File: config.mk
export PLATFORM = sky130hd
export DESIGN_NAME = dual_down_timer
export DESIGN_NICKNAME = d
export VERILOG_FILES = /design/src/rtl/dtim_pkg.sv /design/src/rtl/dtim_prescale.sv /design/src/rtl/dtim_unit.sv /design/src/rtl/dual_down_timer.sv
export SDC_FILE = /design/constraint.sdc
export NUM_CORES = 1
export LEC_CHECK = 0
export ABC_AREA = 1
export BUFFER_PORTS_ARGS = -buffer_cell sky130_fd_sc_hd__buf_2
export CAP_MARGIN = 20
export CORE_ASPECT_RATIO = 0.75
export CORE_MARGIN = 5
export CORE_UTILIZATION = 40
export CTS_CLUSTER_DIAMETER = 120
export DETAILED_ROUTE_END_ITERATION = 12
export PLACE_DENSITY_LB_ADDON = 0.08
export SLEW_MARGIN = 10
export SYNTH_ARGS = -nofsm -noshare
export SYNTH_HDL_FRONTEND = slang
export SYNTH_HIERARCHICAL = 1
export SYNTH_SLANG_ARGS = --single-unit
File: constraint.sdc
create_clock -name pclk -period 2.45 [get_ports pclk]
set_clock_uncertainty 0.05 [all_clocks]
set_input_delay 0.49 -clock pclk [delete_from_list [all_inputs] [get_ports pclk]]
set_output_delay 0.49 -clock pclk [all_outputs]
set_load 0.01 [all_outputs]
File: src/rtl/dtim_pkg.sv
package dtim_pkg;

  typedef enum logic [1:0] {
    DIV_ONE   = 2'b00,
    DIV_MID   = 2'b01,
    DIV_FULL  = 2'b10,
    DIV_FULL2 = 2'b11
  } dtim_div_e;

  // Field order equals bit order of the control word (bit 6 .. bit 0)
  typedef struct packed {
    logic      periodic;
    logic      ie;
    dtim_div_e div;
    logic      size32;
    logic      oneshot;
    logic      enable;
  } dtim_ctrl_t;

  localparam dtim_ctrl_t CTRL_RESET = '{periodic: 1'b0, ie: 1'b1, div: DIV_ONE,
                                        size32: 1'b0, oneshot: 1'b0, enable: 1'b0};

  // Register slot indices inside one counter window (word offsets)
  localparam int unsigned SLOT_LOAD   = 0;
  localparam int unsigned SLOT_COUNT  = 1;
  localparam int unsigned SLOT_CTRL   = 2;
  localparam int unsigned SLOT_CLEAR  = 3;
  localparam int unsigned SLOT_RAW    = 4;
  localparam int unsigned SLOT_MASKED = 5;

endpackage

File: src/rtl/dtim_prescale.sv
module dtim_prescale
  import dtim_pkg::*;
#(
  parameter int unsigned PRE_W   = 8,
  parameter int unsigned MID_LOG = 4
) (
  input  logic      clk,
  input  logic      rst_n,
  input  logic      run,
  input  dtim_div_e div_sel,
  output logic      tick
);

  logic [PRE_W-1:0] pre_q;

  always_ff @(posedge clk) begin
    if (!rst_n)      pre_q <= '0;
    else if (!run)   pre_q <= '0;
    else             pre_q <= pre_q + 1'b1;
  end

  always_comb begin
    unique case (div_sel)
      DIV_ONE: tick = run;
      DIV_MID: tick = run & (&pre_q[MID_LOG-1:0]);
      default: tick = run & (&pre_q);
    endcase
  end

endmodule

File: src/rtl/dtim_unit.sv
module dtim_unit
  import dtim_pkg::*;
#(
  parameter int unsigned CNT_W   = 32,
  parameter int unsigned HALF_W  = 16,
  parameter int unsigned PRE_W   = 8,
  parameter int unsigned MID_LOG = 4
) (
  input  logic             clk,
  input  logic             rst_n,
  input  logic             load_we,
  input  logic             ctrl_we,
  input  logic             clr_we,
  input  logic [CNT_W-1:0] wdata,
  output logic [CNT_W-1:0] load_o,
  output logic [CNT_W-1:0] value_o,
  output dtim_ctrl_t       ctrl_o,
  output logic             raw_o,
  output logic             irq_o
);

  localparam int unsigned CTRL_W = $bits(dtim_ctrl_t);
  localparam logic [CNT_W-1:0] HALF_MASK = {{(CNT_W-HALF_W){1'b0}}, {HALF_W{1'b1}}};

  logic [CNT_W-1:0] load_q, value_q, size_mask, low_bits;
  dtim_ctrl_t       ctrl_q;
  logic             raw_q;
  // Named internal events, used by the assertions below
  logic             tick, low_is_zero, low_is_one, hit_zero;

  // Next count for one step: decrement, or act on zero per mode
  function automatic logic [CNT_W-1:0] count_step(
    input logic [CNT_W-1:0] cur,
    input logic [CNT_W-1:0] rel,
    input logic [CNT_W-1:0] mask,
    input dtim_ctrl_t       c
  );
    logic [CNT_W-1:0] low;
    low = cur & mask;
    if (low != '0)       return (cur & ~mask) | ((low - 1'b1) & mask);
    else if (c.oneshot)  return cur;
    else if (c.periodic) return (cur & ~mask) | (rel & mask);
    else                 return cur | mask;
  endfunction

  dtim_prescale #(.PRE_W(PRE_W), .MID_LOG(MID_LOG)) u_pre (
    .clk     (clk),
    .rst_n   (rst_n),
    .run     (ctrl_q.enable),
    .div_sel (ctrl_q.div),
    .tick    (tick)
  );

  assign size_mask   = ctrl_q.size32 ? '1 : HALF_MASK;
  assign low_bits    = value_q & size_mask;
  assign low_is_zero = (low_bits == '0);
  assign low_is_one  = (low_bits == CNT_W'(1));
  assign hit_zero    = tick & ~load_we & low_is_one;

  always_ff @(posedge clk) begin
    if (!rst_n) begin
      load_q  <= '0;
      value_q <= '1;
      ctrl_q  <= CTRL_RESET;
      raw_q   <= 1'b0;
    end else begin
      if (load_we) begin
        load_q  <= wdata;
        value_q <= wdata;
      end else if (tick) begin
        value_q <= count_step(value_q, load_q, size_mask, ctrl_q);
      end
      if (ctrl_we) ctrl_q <= dtim_ctrl_t'(wdata[CTRL_W-1:0]);
      if (hit_zero)    raw_q <= 1'b1;
      else if (clr_we) raw_q <= 1'b0;
    end
  end

  assign load_o  = load_q;
  assign value_o = value_q;
  assign ctrl_o  = ctrl_q;
  assign raw_o   = raw_q;
  assign irq_o   = raw_q & ctrl_q.ie;

  // reload write lands in the count on the next state
  assert_load_copy_R3: assert property (@(posedge clk) disable iff (!rst_n)
    load_we |=> (value_q == $past(wdata)));

  // no tick and no reload write means the count holds
  assert_hold_no_tick_R4: assert property (@(posedge clk) disable iff (!rst_n)
    (!load_we && !tick) |=> $stable(value_q));

  // upper half untouched by counting in the 16-bit size
  assert_upper_hold_R5: assert property (@(posedge clk) disable iff (!rst_n)
    (!load_we && !ctrl_q.size32) |=>
      (value_q[CNT_W-1:HALF_W] == $past(value_q[CNT_W-1:HALF_W])));

  // a one-shot counter sitting at zero stays there
  assert_oneshot_stop_R6: assert property (@(posedge clk) disable iff (!rst_n)
    (!load_we && ctrl_q.oneshot && low_is_zero) |=> $stable(value_q));

  // the flag only rises together with a zero count
  assert_flag_at_zero_R7: assert property (@(posedge clk) disable iff (!rst_n)
    $rose(raw_q) |-> (value_q[HALF_W-1:0] == '0));

  // a clear without a coincident expiry drops the flag
  assert_clear_R7: assert property (@(posedge clk) disable iff (!rst_n)
    (clr_we && !hit_zero) |=> !raw_q);

endmodule

File: src/rtl/dual_down_timer.sv
module dual_down_timer
  import dtim_pkg::*;
#(
  parameter int unsigned ADDR_W  = 12,
  parameter int unsigned CNT_W   = 32,
  parameter int unsigned HALF_W  = 16,
  parameter int unsigned PRE_W   = 8,
  parameter int unsigned MID_LOG = 4
) (
  input  logic              pclk,
  input  logic              presetn,
  input  logic              psel,
  input  logic              penable,
  input  logic              pwrite,
  input  logic [ADDR_W-1:0] paddr,
  input  logic [CNT_W-1:0]  pwdata,
  output logic [CNT_W-1:0]  prdata,
  output logic              irq_t0,
  output logic              irq_t1,
  output logic              irq_any
);

  localparam int unsigned NUM_UNITS = 2;
  localparam int unsigned WORD_W    = ADDR_W - 2;
  localparam int unsigned CTRL_W    = $bits(dtim_ctrl_t);
  localparam logic [WORD_W-1:0] W_TEST_EN  = WORD_W'(16); // byte 0x40
  localparam logic [WORD_W-1:0] W_TEST_PIN = WORD_W'(17); // byte 0x44

  logic [WORD_W-1:0] word;
  logic              aligned, wr, in_units, unit_sel;
  logic [2:0]        slot;

  logic [CNT_W-1:0]     u_load  [NUM_UNITS];
  logic [CNT_W-1:0]     u_value [NUM_UNITS];
  dtim_ctrl_t           u_ctrl  [NUM_UNITS];
  logic [NUM_UNITS-1:0] u_raw, u_irq;

  logic                 test_q;
  logic [NUM_UNITS-1:0] tpin_q;

  assign word     = paddr[ADDR_W-1:2];
  assign aligned  = (paddr[1:0] == 2'b00);
  assign wr       = psel & penable & pwrite & aligned;
  assign in_units = (word[WORD_W-1:4] == '0);
  assign unit_sel = word[3];
  assign slot     = word[2:0];

  for (genvar g = 0; g < NUM_UNITS; g++) begin : g_unit
    logic hit;
    assign hit = wr & in_units & (unit_sel == g[0]);
    dtim_unit #(.CNT_W(CNT_W), .HALF_W(HALF_W), .PRE_W(PRE_W), .MID_LOG(MID_LOG)) u_cnt (
      .clk     (pclk),
      .rst_n   (presetn),
      .load_we (hit && (slot == 3'(SLOT_LOAD))),
      .ctrl_we (hit && (slot == 3'(SLOT_CTRL))),
      .clr_we  (hit && (slot == 3'(SLOT_CLEAR))),
      .wdata   (pwdata),
      .load_o  (u_load[g]),
      .value_o (u_value[g]),
      .ctrl_o  (u_ctrl[g]),
      .raw_o   (u_raw[g]),
      .irq_o   (u_irq[g])
    );
  end

  always_ff @(posedge pclk) begin
    if (!presetn) begin
      test_q <= 1'b0;
      tpin_q <= '0;
    end else begin
      if (wr && word == W_TEST_EN)  test_q <= pwdata[0];
      if (wr && word == W_TEST_PIN) tpin_q <= pwdata[NUM_UNITS-1:0];
    end
  end

  always_comb begin
    prdata = '0;
    if (aligned) begin
      if (in_units) begin
        unique case (slot)
          3'(SLOT_LOAD):   prdata = u_load[unit_sel];
          3'(SLOT_COUNT):  prdata = u_value[unit_sel];
          3'(SLOT_CTRL):   prdata = {{(CNT_W-CTRL_W){1'b0}}, u_ctrl[unit_sel]};
          3'(SLOT_RAW):    prdata = CNT_W'(u_raw[unit_sel]);
          3'(SLOT_MASKED): prdata = CNT_W'(u_irq[unit_sel]);
          default:         prdata = '0;
        endcase
      end else if (word == W_TEST_EN) begin
        prdata = CNT_W'(test_q);
      end else if (word == W_TEST_PIN) begin
        prdata = CNT_W'(tpin_q);
      end
    end
  end

  logic [NUM_UNITS-1:0] pins;
  assign pins    = test_q ? tpin_q : u_irq;
  assign irq_t0  = pins[0];
  assign irq_t1  = pins[1];
  assign irq_any = |pins;

endmodule

Yosys cells after proc, flatten, opt, wreduce, memory -nomap -nowiden

Cells that the tools add are included.

Bits in registers: 163
Input port bits: 49
Output and inout bits: 35
Logic and storage cells: 142

$add $sub $neg: 4
Magnitude comparators: 2
Eq/ne operators: 13
Muxes and demuxes: 37
Bitwise logic cells: 36
Reduce and logical (&&, ||, !) cells: 28

Operators by type and width:

| operator                | count |
|---|---|
| $mux W32                | 20 |
| $and A32 B32 Y32        | 8 |
| $or A32 B32 Y32         | 6 |
| $pmux W32 S5            | 1 |
| $eq A32 B1 Y1 const B   | 2 |
| $not A32 Y32            | 2 |
| $reduce_bool A32 Y1     | 2 |
| $sub A32 B1 Y32 const B | 2 |
| $mux W7                 | 3 |
| $eq A10 B5 Y1 const B   | 2 |
| $add A8 B1 Y8 const B   | 2 |
| $and A1 B1 Y1           | 16 |
| $reduce_and A8 Y1       | 2 |
| $logic_and A1 B1 Y1     | 8 |
| $mux W1                 | 8 |
| $reduce_and A2 Y1       | 4 |
| $reduce_and A4 Y1       | 2 |
| $reduce_bool A2 Y1      | 4 |
| $eq A3 B2 Y1 const B    | 2 |
| $eq A3 B3 Y1 const B    | 2 |
| $logic_not A2 Y1        | 3 |
| $logic_not A6 Y1        | 1 |
| $mux W2                 | 3 |
| $ne A3 B2 Y1 const B    | 2 |
| 9 further kinds         | 13 |

Depth between registers and ports, before layout

Gate-level depths: netlist of the first run.

Depth after elaboration: 10
Gate-level depth with buffers: 16
Gate-level depth less buffers: 15

By module

Netlist of the first run, hierarchy kept.

Modules (own cells, without submodules):

| module                       | instances | cells an instance | area an instance (µm²) | seq. area each (µm²) |
|---|---|---|---|---|
| dtim_unit at g_unit[0].u_cnt | 1         | 765               | 4494.3                 | 1441.4 |
| dtim_unit at g_unit[1].u_cnt | 1         | 766               | 4493.1                 | 1441.4 |
| dual_down_timer              | 1         | 411               | 2021.9                 | 60.1 |
| dtim_prescale                | 2         | 58                | 376.6                  | 160.2 |

Least setup slack after synthesis of the first run

No wires, ideal clock.

Path kind: input -> register
Start point: input port paddr[1]
End point: register with a tool-made name
Library setup time: 0.115 ns
Arrival time: 2.279 ns
Data required time: 2.285 ns
Setup slack: 0.006 ns
Stages: 14
Path buffers: 2
Cells stage by stage: nor2_1 -> inv_1 -> nor2_1 -> nand3_1 -> nor2_1 -> clkbuf_1 -> inv_1 -> nand4_2 -> nand2_4 -> inv_4 -> nand2_4 -> buf_6 -> a21oi_1 -> nand2_1

RTL lines:

| item        | RTL line              | RTL |
|---|---|---|
| from (decl) | dual_down_timer.sv:15 | `input logic [ADDR_W-1:0] paddr,` |

Worst setup path in the final report of the first run

Start point: input port paddr[3]
End point: output port prdata[10]

Cells in the longest elaborated chain, start to end: 4
Elaborated cells on any way between the ends: 8
Classes of those cells: 4 x eq/ne; 3 x mux; 1 x reduce/logical

Ends and longest elaborated chain:

| item                                       | RTL line              | RTL |
|---|---|---|
| $eq A3 B3 Y1, or another cell as far along | dual_down_timer.sv:80 | `unique case (slot)` |
| $pmux W32 S5 (*)                           | dual_down_timer.sv:80 |  |
| $mux W32 (*)                               | dual_down_timer.sv:79 | `if (in_units) begin` |
| $mux W32 (*)                               | dual_down_timer.sv:78 | `if (aligned) begin` |
| to (decl)                                  | dual_down_timer.sv:17 | `output logic [CNT_W-1:0] prdata,` |

Mark *: on every way between the ends. The rest lies on a longest branch, timed or not.

==> summary.txt, run 1 <==
Global routing
  • Number of global-route vias before repair: 12390
  • Initial antenna violation count: 0
  • Largest net degree at the start of global routing: 67
  • Grt ovf: 0
  • First-pass GRT wire length: 67210 um
  • All-Layer GR Usage: 0.2557

Worst setup path
  • Max FO, Critical Path: 31
  • CP max-delay cell: o21ai_1
  • Max incr delay on CP: 0.32 ns
  • WS Path Type: in2out
  • FF-to-FF Start: g_unit[0].u_cnt/ctrl_o[2]
  • Startpoint Class: input port
  • Worst R2R End: g_unit[0].u_cnt/value_o[14]
  • CP Cell Sequence: buf_2 > inv_1 > nand2_1 > nor2_2 > inv_2 > buf_12 > a21oi_1 > o21ai_1 > inv_1 > buf_2
  • R2R setup slack: around 0.16 ns
  • Crit path DAT: 1.78 ns
  • CP Data Required Time: 1.91 ns
  • Register-to-Register Path Depth: 15
  • Worst setup EP type: primary output

Logic synthesis
  • Synth Cell Area: approximately 12000 um^2
  • Share of the synthesized area in the top cell type: 0.2984
  • Synth top cells by count: nand2_1, nor2_1, dfxtp_1
  • Async SR Flop Fraction: 0
  • Syn_nets: 2113
  • Synth warn: 6
  • Synth Flop Type: dfxtp_1
  • Mean Syn Cell Area: 5.716 um^2
  • Synth area leader: nand2_1
  • Syn Inst Count: approximately 2000
  • Register bit count reported by yosys: about 160
  • Sequential-to-total area share from yosys stat: 0.2774
  • Distinct cells, synth: 42
  • Most used standard cell by instance count after synthesis: nand2_1
  • Area contributors post-synth: nand2_1, dfxtp_1, a21oi_1, nor2_1, o21ai_0
  • EDFF count, synth: 0

STA
  • Fin crit share: 0.9464
  • RSZ-0062 raised after global routing: false
  • Relative slew slack: 0.3033
  • Setup TNS: 0 ns
  • Slew @ Worst Pin: ~1.0 ns
  • Final setup violation count: 0
  • Final Slew Violations: 0
  • Final worst path period need: 2.319 ns
  • Max frequency: 431.3 MHz
  • Hold_ws: 0.3046 ns
  • Final Hold Viols: 0

Detailed routing
  • DR DRC count: 0
  • Routed len/inst: 16.82 um
  • First DRT Iteration DRCs: 1113
  • Pre-Repair DR Iteration Count: 5
  • Avg Vias per Cell: 5.188
  • Routed vias: between 10000 and 15000
  • Post-detailed-route count of antenna-violating nets: 0
  • Post-Route WL: approximately 43000 um

Floorplan
  • Row cnt: 54
  • Die area: 32970 um^2
  • Die Span Y: 158.5 um
  • Die width: roughly 210 um
  • Core box area: 29050 um^2
  • Initial Util: 0.4049
  • I/O pins: between 80 and 90

Pwr
  • Power per cell area: 422.5 nW/um^2
  • Max VDD drop: roughly 0.00042 V
  • Tot Pwr: between 0.005 and 0.006 W
  • Lkg Pwr: 6.438 nW

Clock tree
  • Clock Latency Late Sink: 0.46 ns
  • Sink Count: 163
  • Clock-pin slew on the worst setup and hold paths: 0.07 ns
  • H-tree Lvls: 4
  • Clock Path Buffers: 2
  • CTS tree: done
  • CTS root buffer: clkbuf_16
  • TritonCTS Buffers: 17

Finish
  • Diode count: 0
  • P&R area growth vs syn: 14.27%
  • Nets: approximately 2200
  • Layout cell share with drive strength beyond 1: 0.1329
  • Finished Layout Cells: roughly 2500

Placement
  • GPL Wtd Cong: 0.9663
  • HPWL Detailed: 32920 um
  • PortBufs: 83
  • Placed Instances: between 2000 and 3000

Flow run
  • MaxCap Viol Count: 0

Hold path
  • Worst Hold Class: in2reg
  • Worst hold path startpoint: pwdata[29]
  • Worst hold path depth: 3
  • Hold EP: g_unit[1].u_cnt/load_o[29]

Status
  • Outcome: completed
-- per-stage QoR --
stage | worst slack [ns] | util | cell area, um^2
after floorplan | 0.006070 | - | 11760
after detailed placement | 0.002457 | 0.4413 | 12820
final | 0.1314 | 0.4627 | 13440
after global routing | 0.0003599 | 0.4627 | 13440
after CTS | 0.07988 | 0.4616 | 13410
after global placement | 0.05065 | 0.4413 | 12820
-- layout make-up --
type / count / area [um^2]
fill: 3199 / 15610
multi-input combinational: 1651 / 7458
sequential: 163 / 3263
timing repair buffer: 149 / 1065
inverter: 150 / 575.6
tap: 392 / 490.5
clock buffer: 19 / 452.9
clock inverter: 13 / 136.4
-- layout by cell type (no fill, tap or decap), drive strengths merged, types with 9 or more instances in the layout --
| cell type | instances |
|---|---|
| nand4 | 22 |
| nand2 | 959 |
| nor2 | 197 |
| buf | 149 |
| nand3 | 83 |
| nor3 | 9 |
| clkbuf | 19 |
| xnor2 | 9 |
| dfxtp | 163 |
| a21boi | 30 |
| a21oi | 164 |
| o21ai | 141 |
| inv | 155 |
-- logic make-up after synthesis --
logic type | count (synthesis) | share of synthesized area
DFF | 163 | 0.2774
and+or+nand+nor | 1284 | 0.4462
adders and majority gates | 6 | 0.006382
AOI/OAI and AO/OA | 344 | 0.1654
buffers and inverters | 244 | 0.09190
xor gates and xnor gates | 17 | 0.01266
-- critical path, delay by kind of cell --
family	cells	cell delay (ns)
AOI/OAI and AO/OA	2	0.38
buffers and inverters	6	0.73
and+or+nand+nor	2	0.15
-- routing by layer --
layer | global-route usage | share of wire | vias to the layer above
met5 | 0 | 0 | -
met4 | 0.06471 | 0.021 | 0
met3 | 0.04117 | 0.046 | 53
met2 | 0.4292 | 0.46 | 332
met1 | 0.3478 | 0.48 | 6124
li1 | - | - | 6654
-- power breakdown --
part | internal (W) | switching [W] | total (W) | leakage, nW
sequential | 0.00265 | 0.000000122 | 0.00265 | 1.32
clock | 0.00149 | 0.00126 | 0.00275 | 0.281
combinational | 0.0000870 | 0.000198 | 0.000285 | 4.84
-- worst max path at each step --
stage / cells after the start / to / start
after CTS: 9 / prdata[2] / g_unit[0].u_cnt/ctrl_o[2]
after floorplan: 14 / flip-flop / paddr[1]
after detailed placement: 14 / flip-flop / paddr[1]
after global placement: 14 / flip-flop / paddr[1]
final: 10 / prdata[10] / paddr[3]
after global routing: 15 / g_unit[0].u_cnt/value_o[15] / g_unit[0].u_cnt/ctrl_o[2]
-- repair_timing --
item                       4_1_cts  5_1_grt
resized for setup                0       12
hold buffers                     0        0
setup endpoints to repair        0       36
buffers inserted                 0        0
(Power assumes the default switching activity.)
==> run 2: changes to the inputs <==
==> constraint.sdc (replaced) <==
create_clock -name pclk -period 2.45 [get_ports pclk]
set_clock_uncertainty 0.05 [all_clocks]
set_input_delay 0.1225 -clock pclk [delete_from_list [all_inputs] [get_ports pclk]]
set_output_delay 0.1225 -clock pclk [all_outputs]
set_load 0.01 [all_outputs]
==> summary.txt, run 2 (synthesized netlist as in run 1, its figures left out) <==
Finish
  • Most common cell after layout, fill and taps aside: nand2_1
  • P&R area growth vs syn: 14.80%
  • Nets: between 2000 and 2500
  • Most frequent cells in the layout: nand2_1, nor2_1, dfxtp_1
  • Diode count: 0
  • Layout cell share with drive strength beyond 1: 0.1214
  • Final instance area: 13500 um^2

Pwr
  • Power per cell area: 408.5 nW/um^2
  • Lkg Pwr: 6.444 nW
  • Max VDD drop: 0.0004664 V

STA
  • RSZ-0062 raised after global routing: false
  • Slew @ Worst Pin: 1.101 ns
  • Final setup violation count: 0
  • Final worst path period need: 2.254 ns
  • Fin crit share: 0.9201
  • Hold_ws: 0.1374 ns
  • Max frequency: ~440 MHz
  • Final Hold Viols: 0
  • Relative slew slack: 0.2661
  • Final Slew Violations: 0

Detailed routing
  • Routed len/inst: 16.55 um
  • Met2 Routed Length: 19710 um
  • Pre-Repair DR Iteration Count: 5
  • DR DRC count: 0
  • WL met1: 19330 um
  • Met3 wire length: 2385 um
  • First DRT Iteration DRCs: 1095
  • Avg Vias per Cell: 5.234
  • Post-detailed-route count of antenna-violating nets: 0
  • Post-Route WL: 42200 um
  • Highest routed metal layer: met4
  • Routed vias: about 13000

Worst setup path
  • Worst setup EP type: flip-flop
  • Max FO, Critical Path: 17
  • Max incr delay on CP: roughly 0.35 ns
  • R2R setup slack: 0.20 ns
  • CP bufs+invs: 5
  • CP delay by family, top: simple AND/OR/NAND/NOR gates
  • CP max-delay cell: dfxtp_1
  • CP Data Required Time: 2.73 ns
  • WS Path Type: reg2reg
  • CP dominant cell by count: nand2_1
  • CP Cell Sequence: ha_1 > nand2_1 > inv_1 > nand2_1 > o21ai_0 > inv_1 > nor2_1 > buf_4 > or2_2 > nand2_4 > inv_4 > nand2_4 > inv_4 > nand2_1 > nand2_1
  • Startpoint Class: flip-flop
  • Crit path DAT: 2.54 ns

Floorplan
  • Core box area: 29050 um^2
  • Row cnt: 54
  • Die Span Y: 158.5 um
  • Die area: 32970 um^2
  • Initial Util: 0.4049
  • I/O pins: 84
  • Die width: 208.0 um

Placement
  • PortBufs: 83
  • GPL Wtd Cong: 0.9489
  • HPWL Detailed: between 30000 and 40000 um
  • Placed cell areas: 12570 um^2

Clock tree
  • CTS root buffer: clkbuf_16
  • TritonCTS Buffers: 17
  • H-tree Lvls: 4
  • Sink Count: about 160
  • Clock Path Buffers: 2
  • Clock Latency Late Sink: 0.45 ns
  • Clock-pin slew on the worst setup and hold paths: ~0.070 ns
  • CTS tree: done

Global routing
  • Grt ovf: 0
  • All-Layer GR Usage: 0.2501
  • First-pass GRT wire length: 66010 um
  • Number of global-route vias before repair: 12520
  • Largest net degree at the start of global routing: 75
  • Initial antenna violation count: 0

Flow run
  • MaxCap Viol Count: 0

Hold path
  • Worst Hold Class: in2reg

Status
  • Outcome: completed
-- run 2: changes by cell type in the layout (fill, tap and decap cells not counted), sizes merged --
cell / before / now
clkbuf: 19 / 18
clkinv: 4 / 6
buf: 149 / 129
dlygate4sd3: 0 / 33
bufinv: 1 / 0
inv: 155 / 157
clkinvlp: 3 / 1
-- run 2: worst paths after layout --
check | cells after the start | to | start
setup reg to reg | 15 | flip-flop | g_unit[1].u_cnt/u_pre/pre_q[0]
hold reg to reg | 2 | g_unit[0].u_cnt/u_pre/pre_q[4] | g_unit[0].u_cnt/u_pre/pre_q[4]
hold / removal | 7 | tpin_q[1] | paddr[10]
setup / recovery | 15 | flip-flop | g_unit[1].u_cnt/u_pre/pre_q[0]
-- run 2: worst reg2reg max path, stage by stage, from the launching register on --
cell,delay [ns]
dfxtp_1,0.35
ha_1,0.26
nand2_1,0.07
inv_1,0.05
nand2_1,0.08
o21ai_0,0.09
inv_1,0.06
nor2_1,0.03
buf_4,0.15
or2_2,0.33
nand2_4,0.13
inv_4,0.05
nand2_4,0.18
inv_4,0.14
nand2_1,0.09
nand2_1,0.05
-- run 2: cell type report --
cell class,count,area [um^2]
repair buffers,162,1170
flip-flops and latches,163,3263
fillers,3238,15550
clock inverters,14,113.9
clock buffers,18,429.2
inverters,150,578.1
multi-input cells,1651,7458
well taps,392,490.5
-- run 2: timing repair --
item                                    CTS  global route
hold buffers                             33             0
hold endpoints to repair                100             0
pin swaps                                 1             2
setup buffers                             1             1
endpoints found under the setup margin   16            50
resized for setup                         1            12
-- run 2: through the flow --
stage,power [W],setup TNS [ns],util,setup slack [ns],std cells
2_1_floorplan,0.002867,0,-,0.3736,2058
4_1_cts,0.005565,0,0.4629,0.09963,2549
3_5_place_dp,0.002974,-0.2963,0.4326,-0.05067,2483
6_report,0.005515,0,0.4648,0.1958,2550
3_3_place_gp,0.002972,0,0.4326,0.02038,2483
5_1_grt,0.005728,0,0.4648,0.008599,2550
-- run 2: power breakdown --
part | switching (W) | leakage [nW] | internal [W] | total, W
Clock | 0.00123 | 0.268 | 0.00132 | 0.00256
Combinational | 0.000202 | 4.86 | 0.000107 | 0.000309
Sequential | 0.000000125 | 1.32 | 0.00265 | 0.00265
-- run 2: routing by layer --
layer | vias up | GRT usage
li1 | 6681 | -
met1 | 6218 | 0.3316
met2 | 399 | 0.4264
met3 | 48 | 0.04747
met4 | 0 | 0.06033
met5 | - | 0
